### src/rtl/dbg_wire_pkg.sv
package dbg_wire_pkg;

  typedef enum logic [1:0] {
    OP_ENTER = 2'd0,
    OP_EXIT  = 2'd1,
    OP_WRITE = 2'd2,
    OP_READ  = 2'd3
  } op_e;

  localparam int ENTER_PHASES = 5;
  localparam int EXIT_PHASES  = 2;

  // Number of half periods an operation lasts.
  function automatic int op_phases(op_e op, int bits);
    case (op)
      OP_ENTER: op_phases = ENTER_PHASES;
      OP_EXIT:  op_phases = EXIT_PHASES;
      default:  op_phases = 2 * bits;
    endcase
  endfunction

  // Debug clock level during a given half period of an operation.
  function automatic logic clk_level(op_e op, int ph);
    case (op)
      OP_ENTER: clk_level = (ph == 1) || (ph == 3);
      OP_EXIT:  clk_level = 1'b0;
      default:  clk_level = (ph % 2) == 1;
    endcase
  endfunction

  function automatic logic is_byte_op(op_e op);
    is_byte_op = (op == OP_WRITE) || (op == OP_READ);
  endfunction

endpackage

### src/rtl/dbg_wire_tick.sv
module dbg_wire_tick #(
  parameter int HALF_DIV = 2
) (
  input  logic clk,
  input  logic rst_n,
  input  logic run,
  output logic tick
);
  localparam int CW = (HALF_DIV > 1) ? $clog2(HALF_DIV) : 1;
  localparam logic [CW-1:0] LAST = CW'(HALF_DIV - 1);

  logic [CW-1:0] cnt;

  assign tick = run && (cnt == LAST);

  always_ff @(posedge clk or negedge rst_n) begin
    if (!rst_n)            cnt <= '0;
    else if (!run || tick) cnt <= '0;
    else                   cnt <= cnt + 1'b1;
  end
endmodule

### src/rtl/dbg_wire_shift.sv
module dbg_wire_shift #(
  parameter int W = 8
) (
  input  logic         clk,
  input  logic         rst_n,
  input  logic         load,
  input  logic [W-1:0] load_val,
  input  logic         shift,
  input  logic         ser_in,
  output logic         msb,
  output logic [W-1:0] nxt
);
  logic [W-1:0] sr;

  assign nxt = {sr[W-2:0], ser_in};
  assign msb = sr[W-1];

  always_ff @(posedge clk or negedge rst_n) begin
    if (!rst_n)     sr <= '0;
    else if (load)  sr <= load_val;
    else if (shift) sr <= nxt;
  end
endmodule

### src/rtl/dbg_wire_phy.sv
module dbg_wire_phy
  import dbg_wire_pkg::*;
#(
  parameter int HALF_DIV = 2,
  parameter int DATA_W   = 8
) (
  input  logic              clk,
  input  logic              rst_n,
  input  logic              req_valid,
  input  logic [1:0]        req_cmd,
  input  logic [DATA_W-1:0] req_data,
  output logic              req_ready,
  output logic              busy,
  output logic              done,
  output logic [DATA_W-1:0] rd_data,
  output logic              dclk_o,
  output logic              dio_o,
  output logic              dio_oe,
  input  logic              dio_i,
  output logic              tgt_rst_n_o
);
  localparam int MAX_PH = (2 * DATA_W > ENTER_PHASES) ? 2 * DATA_W : ENTER_PHASES;
  localparam int PH_W   = $clog2(MAX_PH);

  op_e             op_q;
  op_e             req_op;
  logic            busy_q, dclk_q, oe_q, rstn_q, done_q;
  logic [PH_W-1:0] ph_q, ph_next;
  logic [DATA_W-1:0] rd_q, sh_nxt;

  // Named internal events for the checker.
  logic accept, tick, last_ph, op_end, shift_en, sh_msb;

  assign req_op   = op_e'(req_cmd);
  assign accept   = req_valid && !busy_q;
  assign ph_next  = ph_q + 1'b1;
  assign last_ph  = (ph_q == PH_W'(op_phases(op_q, DATA_W) - 1));
  assign op_end   = busy_q && tick && last_ph;
  assign shift_en = busy_q && tick && ph_q[0] && is_byte_op(op_q);

  dbg_wire_tick #(.HALF_DIV(HALF_DIV)) u_tick (
    .clk  (clk),
    .rst_n(rst_n),
    .run  (busy_q),
    .tick (tick)
  );

  dbg_wire_shift #(.W(DATA_W)) u_shift (
    .clk     (clk),
    .rst_n   (rst_n),
    .load    (accept),
    .load_val((req_op == OP_WRITE) ? req_data : '0),
    .shift   (shift_en),
    .ser_in  (dio_i),
    .msb     (sh_msb),
    .nxt     (sh_nxt)
  );

  always_ff @(posedge clk or negedge rst_n) begin
    if (!rst_n) begin
      busy_q <= 1'b0;
      op_q   <= OP_ENTER;
      ph_q   <= '0;
      dclk_q <= 1'b0;
      oe_q   <= 1'b0;
      rstn_q <= 1'b1;
    end else if (accept) begin
      busy_q <= 1'b1;
      op_q   <= req_op;
      ph_q   <= '0;
      dclk_q <= 1'b0;
      oe_q   <= (req_op == OP_WRITE);
      rstn_q <= is_byte_op(req_op);
    end else if (op_end) begin
      busy_q <= 1'b0;
      dclk_q <= 1'b0;
      oe_q   <= 1'b0;
      rstn_q <= 1'b1;
    end else if (busy_q && tick) begin
      ph_q   <= ph_next;
      dclk_q <= clk_level(op_q, int'(ph_next));
    end
  end

  always_ff @(posedge clk or negedge rst_n) begin
    if (!rst_n) begin
      done_q <= 1'b0;
      rd_q   <= '0;
    end else begin
      done_q <= op_end;
      if (op_end && op_q == OP_READ) rd_q <= sh_nxt;
    end
  end

  assign req_ready   = !busy_q;
  assign busy        = busy_q;
  assign done        = done_q;
  assign rd_data     = rd_q;
  assign dclk_o      = dclk_q;
  assign dio_oe      = oe_q;
  assign dio_o       = sh_msb && oe_q;
  assign tgt_rst_n_o = rstn_q;
endmodule

### config.mk
export PLATFORM = sky130hd
export DESIGN_NAME = dbg_wire_phy
export DESIGN_NICKNAME = d
export VERILOG_FILES = /design/src/rtl/dbg_wire_pkg.sv /design/src/rtl/dbg_wire_tick.sv /design/src/rtl/dbg_wire_shift.sv /design/src/rtl/dbg_wire_phy.sv
export SDC_FILE = /design/constraint.sdc
export NUM_CORES = 1
export LEC_CHECK = 0
export CORE_UTILIZATION = 30
export CTS_CLUSTER_SIZE = 25
export DETAILED_ROUTE_END_ITERATION = 16
export DONT_BUFFER_PORTS = 1
export GPL_TIMING_DRIVEN = 0
export MAX_ROUTING_LAYER = met4
export PLACE_DENSITY_LB_ADDON = 0.08
export SLEW_MARGIN = 20
export SYNTH_ARGS = -nofsm -noshare
export SYNTH_HDL_FRONTEND = slang
export SYNTH_SLANG_ARGS = --single-unit
### constraint.sdc
create_clock -name clk -period 2.05 [get_ports clk]
set_input_delay 0 -clock clk [delete_from_list [all_inputs] [get_ports clk]]
set_output_delay 0 -clock clk [all_outputs]
set_load 0.02 [all_outputs]
**After elaboration in Yosys (flattened, before gate mapping)**

Index checks and enable logic that the tools add are counted.
Widths: inputs -> output; s select.

- Register bits: 28
- Bits in latches: 0
- Bits in writable memories: 0
- ROM bits: 0
- Bits of input ports: 14
- Word-level logic and storage cells: 58
- Memories: 0

- Add/subtract/negate cells: 3
- $mul: 0
- Divide/modulo/power cells: 0
- Order comparisons: 0
- Equal/unequal tests: 9
- Shift-type cells: 0
- Multiplexer cells: 17
- Bitwise operators: 0
- Reduce and logical (&&, ||, !) cells: 19

Operators with widths:

| cell | number |
|---|---|
| $mux 8 | 3 |
| $mux 4 | 3 |
| $mux 1 | 9 |
| $eq 2x2->1 const B | 4 |
| $logic_and 1x1->1 | 8 |
| $pmux 3 s2 | 1 |
| $reduce_bool 2->1 | 3 |
| $add 4x1->4 const B | 1 |
| $eq 4x2->1 const B | 1 |
| $eq 4x3->1 const B | 1 |
| $eq 4x4->1 | 1 |
| $logic_or 1x1->1 | 4 |
| $sub 4x2->4 const B | 1 |
| $reduce_bool 3->1 | 1 |
| $eq 2x1->1 const B | 1 |
| $logic_not 2->1 | 1 |
| $ne 2x2->1 const B | 1 |
| $pmux 1 s2 | 1 |
| $reduce_and 2->1 | 1 |
| $add 1x1->1 const B | 1 |
| $logic_not 1->1 | 1 |

**Logic depth before layout (Yosys ltp)**

Gate-level depths: netlist (run 1).

- Word-level depth: 7
- Mapped depth: 7
- Mapped depth without buffers: 6

**Hierarchy**

A second synthesis (run 1) with hierarchy kept.

- Cells, all modules: 135
- Area, all modules: 1,418.9 µm²

By module, submodules not included:

| module | times used | cells each | area an instance (µm²) | seq. area each (µm²) |
|---|---|---|---|---|
| dbg_wire_phy | 1 | 97 | 997.2 | 476.7 |
| dbg_wire_shift | 1 | 35 | 380.4 | 200.2 |
| dbg_wire_tick | 1 | 3 | 41.3 | 25.0 |

**Least setup slack after synthesis (run 1)**

OpenSTA, ideal clock, no wires.

- Path type: register -> register
- Start point: register ph_q[0]
- End point: register ph_q[2]
- Arrival time: 1,371 ps
- Data required time: 1,926 ps
- Setup slack: 555 ps
- Cell stages (with the launch flop): 6
- Clock period less this slack: 1,495 ps
- Cell sequence: dfrtp_1 -> clkbuf_2 -> and3b_1 -> o21a_1 -> o21a_2 -> a211o_1

- Word-level cells in the longest chain between the ends: 4
- Elaborated cells on any way between the ends: 8
- Those cells by class: add/sub (1); eq/ne (2); mux (3); reduce/logical (2)

RTL lines:

| item | line | source |
|---|---|---|
| start, declared | dbg_wire_phy.sv:28 | `logic [PH_W-1:0] ph_q, ph_next;` |
| start signal, assigned | dbg_wire_phy.sv:80 | `ph_q <= ph_next;` |
| $add 4x1->4 or $eq 4x4->1 (tied branches) | dbg_wire_phy.sv:36, dbg_wire_phy.sv:37 |  |
| $mux 4 or $logic_and 1x1->1 (tied branches) | dbg_wire_phy.sv:79, dbg_wire_phy.sv:38 |  |
| $mux 4 or $ne 2x2->1 (tied branches) | - |  |
| $mux 4 or $reduce_and 2->1 (tied branches) | - |  |

Several ways; a longest one is shown, not always the timed one. The select of a mux whose other input is x is not followed.
A chain may end at the register's enable or synchronous reset.

**Worst setup path after layout (run 1)**

- Start point: register busy_q, in the netlist busy
- End point: register u_shift.sr[2]

- Word-level cells in the longest chain between the ends: 5
- Elaborated cells on any way between the ends: 8
- Those cells by class: mux (1); reduce/logical (7)

RTL lines:

| item | line | source |
|---|---|---|
| start, declared | dbg_wire_phy.sv:27 | `logic busy_q, dclk_q, oe_q, rstn_q, done_q;` |
| start signal, assigned | dbg_wire_phy.sv:61 | `busy_q <= 1'b0;` |
| start signal, assigned | dbg_wire_phy.sv:68 | `busy_q <= 1'b1;` |
| start signal, assigned | dbg_wire_phy.sv:75 | `busy_q <= 1'b0;` |
| $logic_and 1x1->1 | dbg_wire_tick.sv:14 | `assign tick = run && (cnt == LAST);` |
| $logic_and 1x1->1 (3 in series) | dbg_wire_phy.sv:39 | `assign shift_en = busy_q && tick && ph_q[0] && is_byte_op(op_q);` |
| $reduce_bool 2->1 (no line) | - |  |
| end signal, assigned | dbg_wire_shift.sv:20 | `else if (load) sr <= load_val;` |
| end signal, assigned | dbg_wire_shift.sv:21 | `else if (shift) sr <= nxt;` |
| end, declared | dbg_wire_shift.sv:13 | `logic [W-1:0] sr;` |

Several ways; a longest one is shown, not always the timed one.

==> results.json, run 1 <==
{
  "drt-total-wl_mm": 3.05,
  "gp_congestion": 0.820,
  "syn_nets": 140,
  "power_density_nw_per_um2": 1330,
  "synth-seq-cells": 28,
  "ir_worst_vdd_uv": 337,
  "start_util_pct": 32.0,
  "cts-root-buf": "clkbuf_8",
  "start_kind": "flip-flop",
  "synth_area_per_cell_um2": 10.7,
  "synth_top_area_share_pct": 51.4,
  "status": "complete, no violations",
  "r2r_cells": 5,
  "clockBufferDepth": 2,
  "rows": 23,
  "worstPathMaxFanout": 10,
  "die-height_um": 68.2,
  "grt_overflow_total": 0,
  "worst-setup-path-type": "flip-flop to flip-flop",
  "fin_setup_tns_ps": 0,
  "via_per_inst": 5.34,
  "post-route-util_pct": 39.3,
  "reg2reg_to": "u_shift.sr[2]",
  "fmax_mhz": 552,
  "htreeDepth": 1,
  "die_w_um": 68.2,
  "final_antenna_net_count": 0,
  "cts_sinks": 28,
  "synth_cells": 123,
  "io_buffers": 0,
  "crit_buf_inv": 2,
  "drive_gt1_share_pct": 19.0,
  "arrival_ps": 2030,
  "slew_headroom_pct": 63.7,
  "p_leak_nw": 0.720,
  "fin_nets": 160,
  "vias": 1026,
  "dieArea_um2": 4650,
  "max_slew.worst_pin.slew_ps": 544,
  "period_needed_ps": 1810,
  "finalCritPeriodShare_pct": 88.4,
  "first_global_vias": 963,
  "clk_pin_slew_worst_paths_ps": 100,
  "worstPathRequired_ps": 2260,
  "io_pins": 29,
  "min-delay-start": "req_cmd[1]",
  "yosysSeqAreaShare_pct": 53.4,
  "avgRoutedWirePerCell_um": 15.9,
  "syn_to_final_growth_pct": 23.1,
  "endpoint_kind": "flip-flop",
  "cts_tree": "yes",
  "numCtsBuffers": 3,
  "grt_usage_pct": 14.8,
  "drtPass1Iterations": 4,
  "grt_first_pass_wirelength_mm": 4.74,
  "clk_latency_ps": 280,
  "clock_skew_ps": 2.67,
  "crit_family": "buffers and inverters",
  "slew_viol_final": 0,
  "grt_setup_unrepaired": "false",
  "n_antenna_cell": 0,
  "ys_types": 35,
  "final-setup-viol-count": 0,
  "hp-class": "primary input to flip-flop",
  "r2r_setup_slack_ps": 240,
  "drtIter0Drc": 66,
  "core_um2": 4120,
  "drc": 0,
  "max-cap-violations": 0,
  "ys_top_cells_by_area": "dfrtp_1 (51%), mux2_2 (8.6%), a22oi_1 (4.6%)",
  "yosys.area.top_type": "dfrtp_1",
  "r2r_start": "busy",
  "cp_slowest_cell": "dfrtp_1",
  "hold_viol": 0,
  "yosysWarnings": 0,
  "max_stage_delay_ps": 550,
  "whs_path_depth": 3,
  "syn_area_um2": 1320,
  "antenna_found_initial": 0,
  "min_to": "dio_oe",
  "grt_max_degree": 29,
  "dp_hpwl_mm": 2.05,
  "crit_chain": "nand2b_1, buf_2, buf_1, a22oi_1, a21oi_1"
}
==> routing by layer <==
layer  wire length, um  GRT usage, %
met2              1380          21.3
met4                53          7.29
met5                 0             -
met3               162          2.67
met1              1460          19.7
==> worst max-delay path by stage <==
stage / from / to / depth (start not counted)
after floorplan: ph_q[0] / ph_q[2] / 5
after global placement: busy / u_shift.sr[6] / 5
after detailed placement: busy / u_shift.sr[2] / 5
after CTS: busy / u_shift.sr[0] / 5
after global routing: busy / rd_data[3] / 4
final: busy / u_shift.sr[2] / 5
==> report_power, final <==
group | switching [mW] | total [mW] | leakage [nW] | internal, mW
sequential | 0.225 | 0.966 | 0.344 | 0.741
combinational | 0.410 | 0.745 | 0.341 | 0.335
clock | 0.186 | 0.448 | 0.0357 | 0.262
total | 0.822 | 2.16 | 0.720 | 1.34
==> flip-flops by register name, indices dropped and copies added (netlist names) <==
register / count
ph_q: 4
dclk_o: 1
op_q: 2
tgt_rst_n_o: 1
done: 1
u_shift.sr: 8
u_tick.cnt: 1
dio_oe: 1
busy: 1
rd_data: 8
==> metrics by stage <==
step | power (mW) | cell area, um2 | cells | hold WS [ps] | worst slack [ps]
6_report | 2.16 | 1620 | 192 | 87.2 | 238
5_1_grt | 2.32 | 1620 | 192 | 103 | 67.8
4_1_cts | 2.16 | 1600 | 191 | 13.6 | 90.3
3_5_place_dp | 1.68 | 1380 | 173 | -295 | 123
3_3_place_gp | 1.66 | 1380 | 173 | -295 | 173
2_1_floorplan | 1.50 | 1320 | 123 | -296 | 555
==> timing repair <==
item / in CTS / in global routing
setup buffers: 0 / 0
resized for setup: 0 / 2
hold buffers: 14 / 1
hold endpoints to repair: 40 / 1
endpoints found under the setup margin: 0 / 8
==> tightest hold or removal path, cell delays in order <==
cell     delay, ps
nor3b_4        170
a21oi_1        120
nor2_1          40
==> layout make-up <==
type | instances | area [um2]
fillers | 404 | 2500
flip-flops and latches | 28 | 702
inverters | 3 | 11.3
plain buffers | 5 | 23.8
repair buffers | 15 | 160
clock buffers | 3 | 41.3
well taps | 50 | 62.6
multi-input cells | 87 | 588
clock inverters | 1 | 30.0
==> kinds of logic (layout without fill, tap and decap cells) <==
| logic type | count (synthesis) | count (layout) | synth area share (%) |
|---|---|---|---|
| muxes | 10 | 10 | 8.56 |
| adders and majority gates | 3 | 3 | 2.85 |
| DFF | 28 | 28 | 53.4 |
| AOI/OAI and AO/OA | 34 | 34 | 16.7 |
| buffers and inverters | 8 | 27 | 2.66 |
| and+or+nand+nor | 40 | 40 | 15.9 |
==> Yosys cell counts <==
| master | instances |
|---|---|
| a21o_2 | 1 |
| nor3_1 | 3 |
| nor3b_2 | 1 |
| a22o_2 | 1 |
| and3b_1 | 1 |
| inv_1 | 3 |
| nor2_1 | 13 |
| nand3b_1 | 1 |
| o21a_1 | 2 |
| a211o_1 | 1 |
| a22oi_1 | 8 |
| o21a_2 | 1 |
| nor3b_1 | 2 |
| nand2_1 | 7 |
| nand4_1 | 1 |
| or3b_2 | 1 |
| dfstp_2 | 1 |
| nand2b_1 | 1 |
| o21bai_1 | 1 |
| nand4b_1 | 1 |
| a31oi_1 | 2 |
| buf_2 | 2 |
| a21boi_0 | 1 |
| mux2_2 | 10 |
| buf_1 | 1 |
| and2_1 | 1 |
| nand3_1 | 5 |
| o21ai_0 | 4 |
| ha_1 | 3 |
| a21oi_1 | 11 |
| dfrtp_1 | 27 |
| and3_2 | 1 |
| o21ai_1 | 1 |
| clkbuf_2 | 2 |
| nor4_1 | 1 |
==> cell usage in the layout (no fill, tap or decap), drive strengths merged, types with 2 or more instances in the layout <==
cell          n
nand3         5
nor2         13
dfrtp        27
a22oi         8
inv           3
o21a          3
nor3          3
dlygate4sd3  14
ha            3
mux2         10
a21oi        11
o21ai         5
buf           4
nand2         7
a31oi         2
nor3b         3
clkbuf        5
No activity file was read; power rests on OpenSTA's default activity.
==> inputs of run 2 (changes only) <==
- CORE_UTILIZATION: 30 -> 61
==> results.json, run 2 (synthesis gave the netlist of run 1 again) <==
{
  "status": "complete, no violations",
  "post-place-ws_ps": 246,
  "cp_slowest_cell": "nor3b_2",
  "drive_gt1_share_pct": 18.4,
  "vias": 1029,
  "max_stage_delay_ps": 540,
  "io_pins": 29,
  "avgRoutedWirePerCell_um": 15.8,
  "finalCritPeriodShare_pct": 91.3,
  "gp_congestion": 0.930,
  "crit_buf_inv": 1,
  "clk_latency_ps": 320,
  "cts-root-buf": "clkbuf_4",
  "cts_resized": 0,
  "slew_headroom_pct": 58.3,
  "drt-total-wl_mm": 2.65,
  "worstPathRequired_ps": 2310,
  "die-height_um": 48.4,
  "final-setup-viol-count": 0,
  "start_kind": "flip-flop",
  "power_density_nw_per_um2": 1320,
  "grt_max_degree": 29,
  "drtPass1Iterations": 5,
  "cts_tree": "yes",
  "final_cell_mix": "dfrtp_1 (27), nor2_1 (13), dlygate4sd3_1 (13), a21oi_1 (11), mux2_2 (10)",
  "ir_worst_vdd_uv": 775,
  "max_slew.worst_pin.slew_ps": 623,
  "slew_viol_final": 0,
  "max-cap-violations": 0,
  "via_per_inst": 6.13,
  "dp_hpwl_mm": 1.67,
  "htreeDepth": 1,
  "crit_chain": "nand2b_1, buf_2, nor3b_2, a22oi_1, a21oi_1",
  "p_leak_nw": 0.702,
  "grt_overflow_total": 0,
  "cts_sinks": 28,
  "n_antenna_cell": 0,
  "drc": 0,
  "setup_slack_ps": 178,
  "io_buffers": 0,
  "final_common_cell": "dfrtp_1",
  "final_antenna_net_count": 0,
  "worst-setup-path-type": "flip-flop to flip-flop",
  "hold_viol": 0,
  "clock_skew_ps": 7.74,
  "syn_to_final_growth_pct": 18.0,
  "arrival_ps": 2130,
  "worstPathMaxFanout": 9,
  "core_um2": 2000,
  "clockBufferDepth": 2,
  "hp-class": "primary input to flip-flop",
  "first_global_vias": 1014,
  "endpoint_kind": "flip-flop",
  "clk_pin_slew_worst_paths_ps": 150,
  "crit_family": "simple AND/OR/NAND/NOR gates",
  "antenna_found_initial": 0,
  "fin_nets": 159,
  "grt_setup_unrepaired": "false",
  "fmax_mhz": 534,
  "drtIter0Drc": 27,
  "grt_usage_pct": 25.7,
  "hold_slack_ps": 89.4,
  "start_util_pct": 65.7,
  "fin_setup_tns_ps": 0,
  "die_w_um": 48.4,
  "period_needed_ps": 1870,
  "numCtsBuffers": 3,
  "finalPower_mw": 2.05,
  "rows": 16,
  "dieArea_um2": 2350,
  "grt_first_pass_wirelength_mm": 4.58
}
run 2: changes by cell type in the layout (fill, tap and decap cells not counted), sizes merged:
| cell | before | now |
|---|---|---|
| dlygate4sd3 | 14 | 13 |
run 2: area by class of cell:
class                           instances  area [um2]
Buffer                                  5        23.8
Clock inverter                          1        30.0
Multi-Input combinational cell         87         578
Inverter                                3        11.3
Clock buffer                            3        22.5
Tap cell                               27        33.8
Sequential cell                        28         702
Fill cell                             130         450
Timing Repair Buffer                   14         150
run 2: report_power, final:
group | switching, mW | total [mW] | internal (mW)
Clock | 0.157 | 0.354 | 0.198
Combinational | 0.400 | 0.729 | 0.329
Sequential | 0.224 | 0.964 | 0.740
Total | 0.781 | 2.05 | 1.27
run 2: path summary, 6_finish.rpt:
kind,start,to,slack [ps],depth (start not counted)
max,busy,u_shift.sr[7],180,5
min,req_cmd[1],dio_oe,90,3
min reg2reg,u_tick.cnt,u_tick.cnt,510,1
max reg2reg,busy,u_shift.sr[7],180,5
max in group asynchronous,rst_n,tgt_rst_n_o,1690,2
min in group asynchronous,rst_n,u_shift.sr[6],130,2
run 2: worst register-to-register path, stage by stage, from the launching register on:
cell	delay, ps
dfrtp_1	520
nand2b_1	190
buf_2	180
nor3b_2	540
a22oi_1	170
a21oi_1	210
run 2: repair_timing:
| item | in CTS | in global routing |
|---|---|---|
| buffers inserted | 0 | 0 |
| hold buffers | 14 | 0 |
| endpoints found under the hold margin | 41 | 0 |
run 2: per-layer routing:
layer,share of wire (%),vias up,GRT usage [%]
met2,47,47,41.8
li1,-,483,-
met4,0.53,0,4.41
met1,46,497,36.0
met5,0,-,-
met3,6.5,2,2.83
run 2: metrics by stage:
| step | cell area [um2] | std cells | utilization (%) |
|---|---|---|---|
| floorplan | 1320 | 123 | - |
| CTS | 1550 | 168 | 77.5 |
| detailed placement | 1350 | 150 | 67.4 |
| global placement | 1350 | 150 | 67.4 |
| finish | 1550 | 168 | 77.5 |
| global route | 1550 | 168 | 77.5 |
==> inputs of run 3 (changes only) <==
- CORE_UTILIZATION: 61 -> 42
- PLACE_DENSITY: unset -> 0.55
- PLACE_DENSITY_LB_ADDON: 0.08 -> unset
==> results.json, run 3 (synthesis gave the netlist of run 1 again) <==
{
  "status": "complete, but fails checks",
  "violations": "design-rule violations",
  "cts_sinks": 28,
  "io_pins": 29,
  "via_per_inst": 5.92,
  "fin_setup_tns_ps": 0,
  "gp_congestion": 0.894,
  "fmax_mhz": 525,
  "p_leak_nw": 0.702,
  "hold_viol": 0,
  "endpoint_kind": "flip-flop",
  "arrival_ps": 2180,
  "n_antenna_cell": 0,
  "avgRoutedWirePerCell_um": 16.0,
  "dp_hpwl_mm": 1.87,
  "finalCritPeriodShare_pct": 92.9,
  "grt_setup_unrepaired": "false",
  "dieArea_um2": 3360,
  "vias": 1018,
  "internal-power_mw": 1.27,
  "io_buffers": 0,
  "start_util_pct": 46.1,
  "final_antenna_net_count": 0,
  "power.share.clock_pct": 18.0,
  "hold_slack_ps": 72.1,
  "start_kind": "flip-flop",
  "hp-class": "primary input to flip-flop",
  "rows": 19,
  "die_w_um": 58.0,
  "core_um2": 2850,
  "drtPass1Iterations": 10,
  "syn_to_final_growth_pct": 18.4,
  "cts_resized": 0,
  "max-cap-violations": 0,
  "worstPathMaxFanout": 10,
  "slew_headroom_pct": 58.1,
  "slew_viol_final": 0,
  "drtIter0Drc": 36,
  "clk_latency_ps": 330,
  "grt_max_degree": 29,
  "grt_overflow_total": 0,
  "clockBufferDepth": 2,
  "cts-root-buf": "clkbuf_4",
  "clk_pin_slew_worst_paths_ps": 160,
  "cts_tree": "yes",
  "power_density_nw_per_um2": 1320,
  "final-setup-viol-count": 0,
  "power.net_switching_mw": 0.791,
  "first_global_vias": 1029,
  "antenna_found_initial": 0,
  "htreeDepth": 1,
  "post-route-util_pct": 54.6,
  "grt_usage_pct": 18.5,
  "hold_buffers": 14,
  "swShare_pct": 38.4,
  "post-place-ws_ps": 194,
  "ir_worst_vdd_uv": 515,
  "pwr-share-comb_pct": 35.4,
  "numCtsBuffers": 3,
  "fin_nets": 159,
  "sequentialPowerShare_pct": 46.6,
  "clock_skew_ps": 1.13,
  "drc": 2,
  "final_common_cell": "dfrtp_1",
  "cts_setup_buffers": 0,
  "final_cell_mix": "dfrtp_1 (27), nor2_1 (13), dlygate4sd3_1 (13), a21oi_1 (11), mux2_2 (10)",
  "max_slew.worst_pin.slew_ps": 626,
  "period_needed_ps": 1900,
  "drt-total-wl_mm": 2.75,
  "setup_slack_ps": 145,
  "die-height_um": 58.0,
  "grt_first_pass_wirelength_mm": 4.53,
  "drive_gt1_share_pct": 18.4,
  "worst-setup-path-type": "flip-flop to flip-flop",
  "worstPathRequired_ps": 2320
}
==> run 3: cell counts in the layout (fill, tap and decap cells not counted) <==
Identical to the previous run, type by type.
==> run 3: path summary, 6_finish.rpt <==
kind,slack (ps),to,startpoint,cells after the start
min in group asynchronous,100,done,rst_n,2
max,150,u_shift.sr[6],busy,5
max in group asynchronous,1730,tgt_rst_n_o,rst_n,2
min reg2reg,510,u_tick.cnt,u_tick.cnt,1
min,70,dio_oe,req_cmd[1],3
max reg2reg,150,u_shift.sr[6],busy,5
==> run 3: critical path: stages, from the launching register on <==
cell     delay [ps]
dfrtp_1         560
nand2_1         240
o21ai_1         540
buf_2           330
nor2_1           60
a21oi_1         120
==> run 3: routing by layer <==
metal	part of all wire (%)	global-route usage, %	wire, um
met1	46	23.6	1260
met2	46	28.7	1260
met3	6.9	4.02	189
met4	1.6	7.14	43
met5	0	-	0
==> run 3: power groups by stage <==
stage	clock, mW	combinational, mW	sequential, mW
finish	0.370	0.728	0.960
global route	0.404	0.830	0.992
CTS	0.380	0.731	0.962
detailed placement	0	0.686	0.975
global placement	0	0.678	0.971
floorplan	0	0.575	0.924
==> run 3: final cells by class <==
type                            instances  area [um2]
Tap cell                               31        38.8
Multi-Input combinational cell         87         578
Buffer                                  5        23.8
Sequential cell                        28         702
Fill cell                             264        1300
Timing Repair Buffer                   14         150
Clock buffer                            3        22.5
Clock inverter                          1        30.0
Inverter                                3        11.3
==> run 3: metrics by stage <==
step / total power, mW / area, um2 / cells
after floorplan: 1.50 / 1320 / 123
after global placement: 1.65 / 1350 / 154
after detailed placement: 1.66 / 1350 / 154
after CTS: 2.07 / 1560 / 172
after global routing: 2.23 / 1560 / 172
final: 2.06 / 1560 / 172
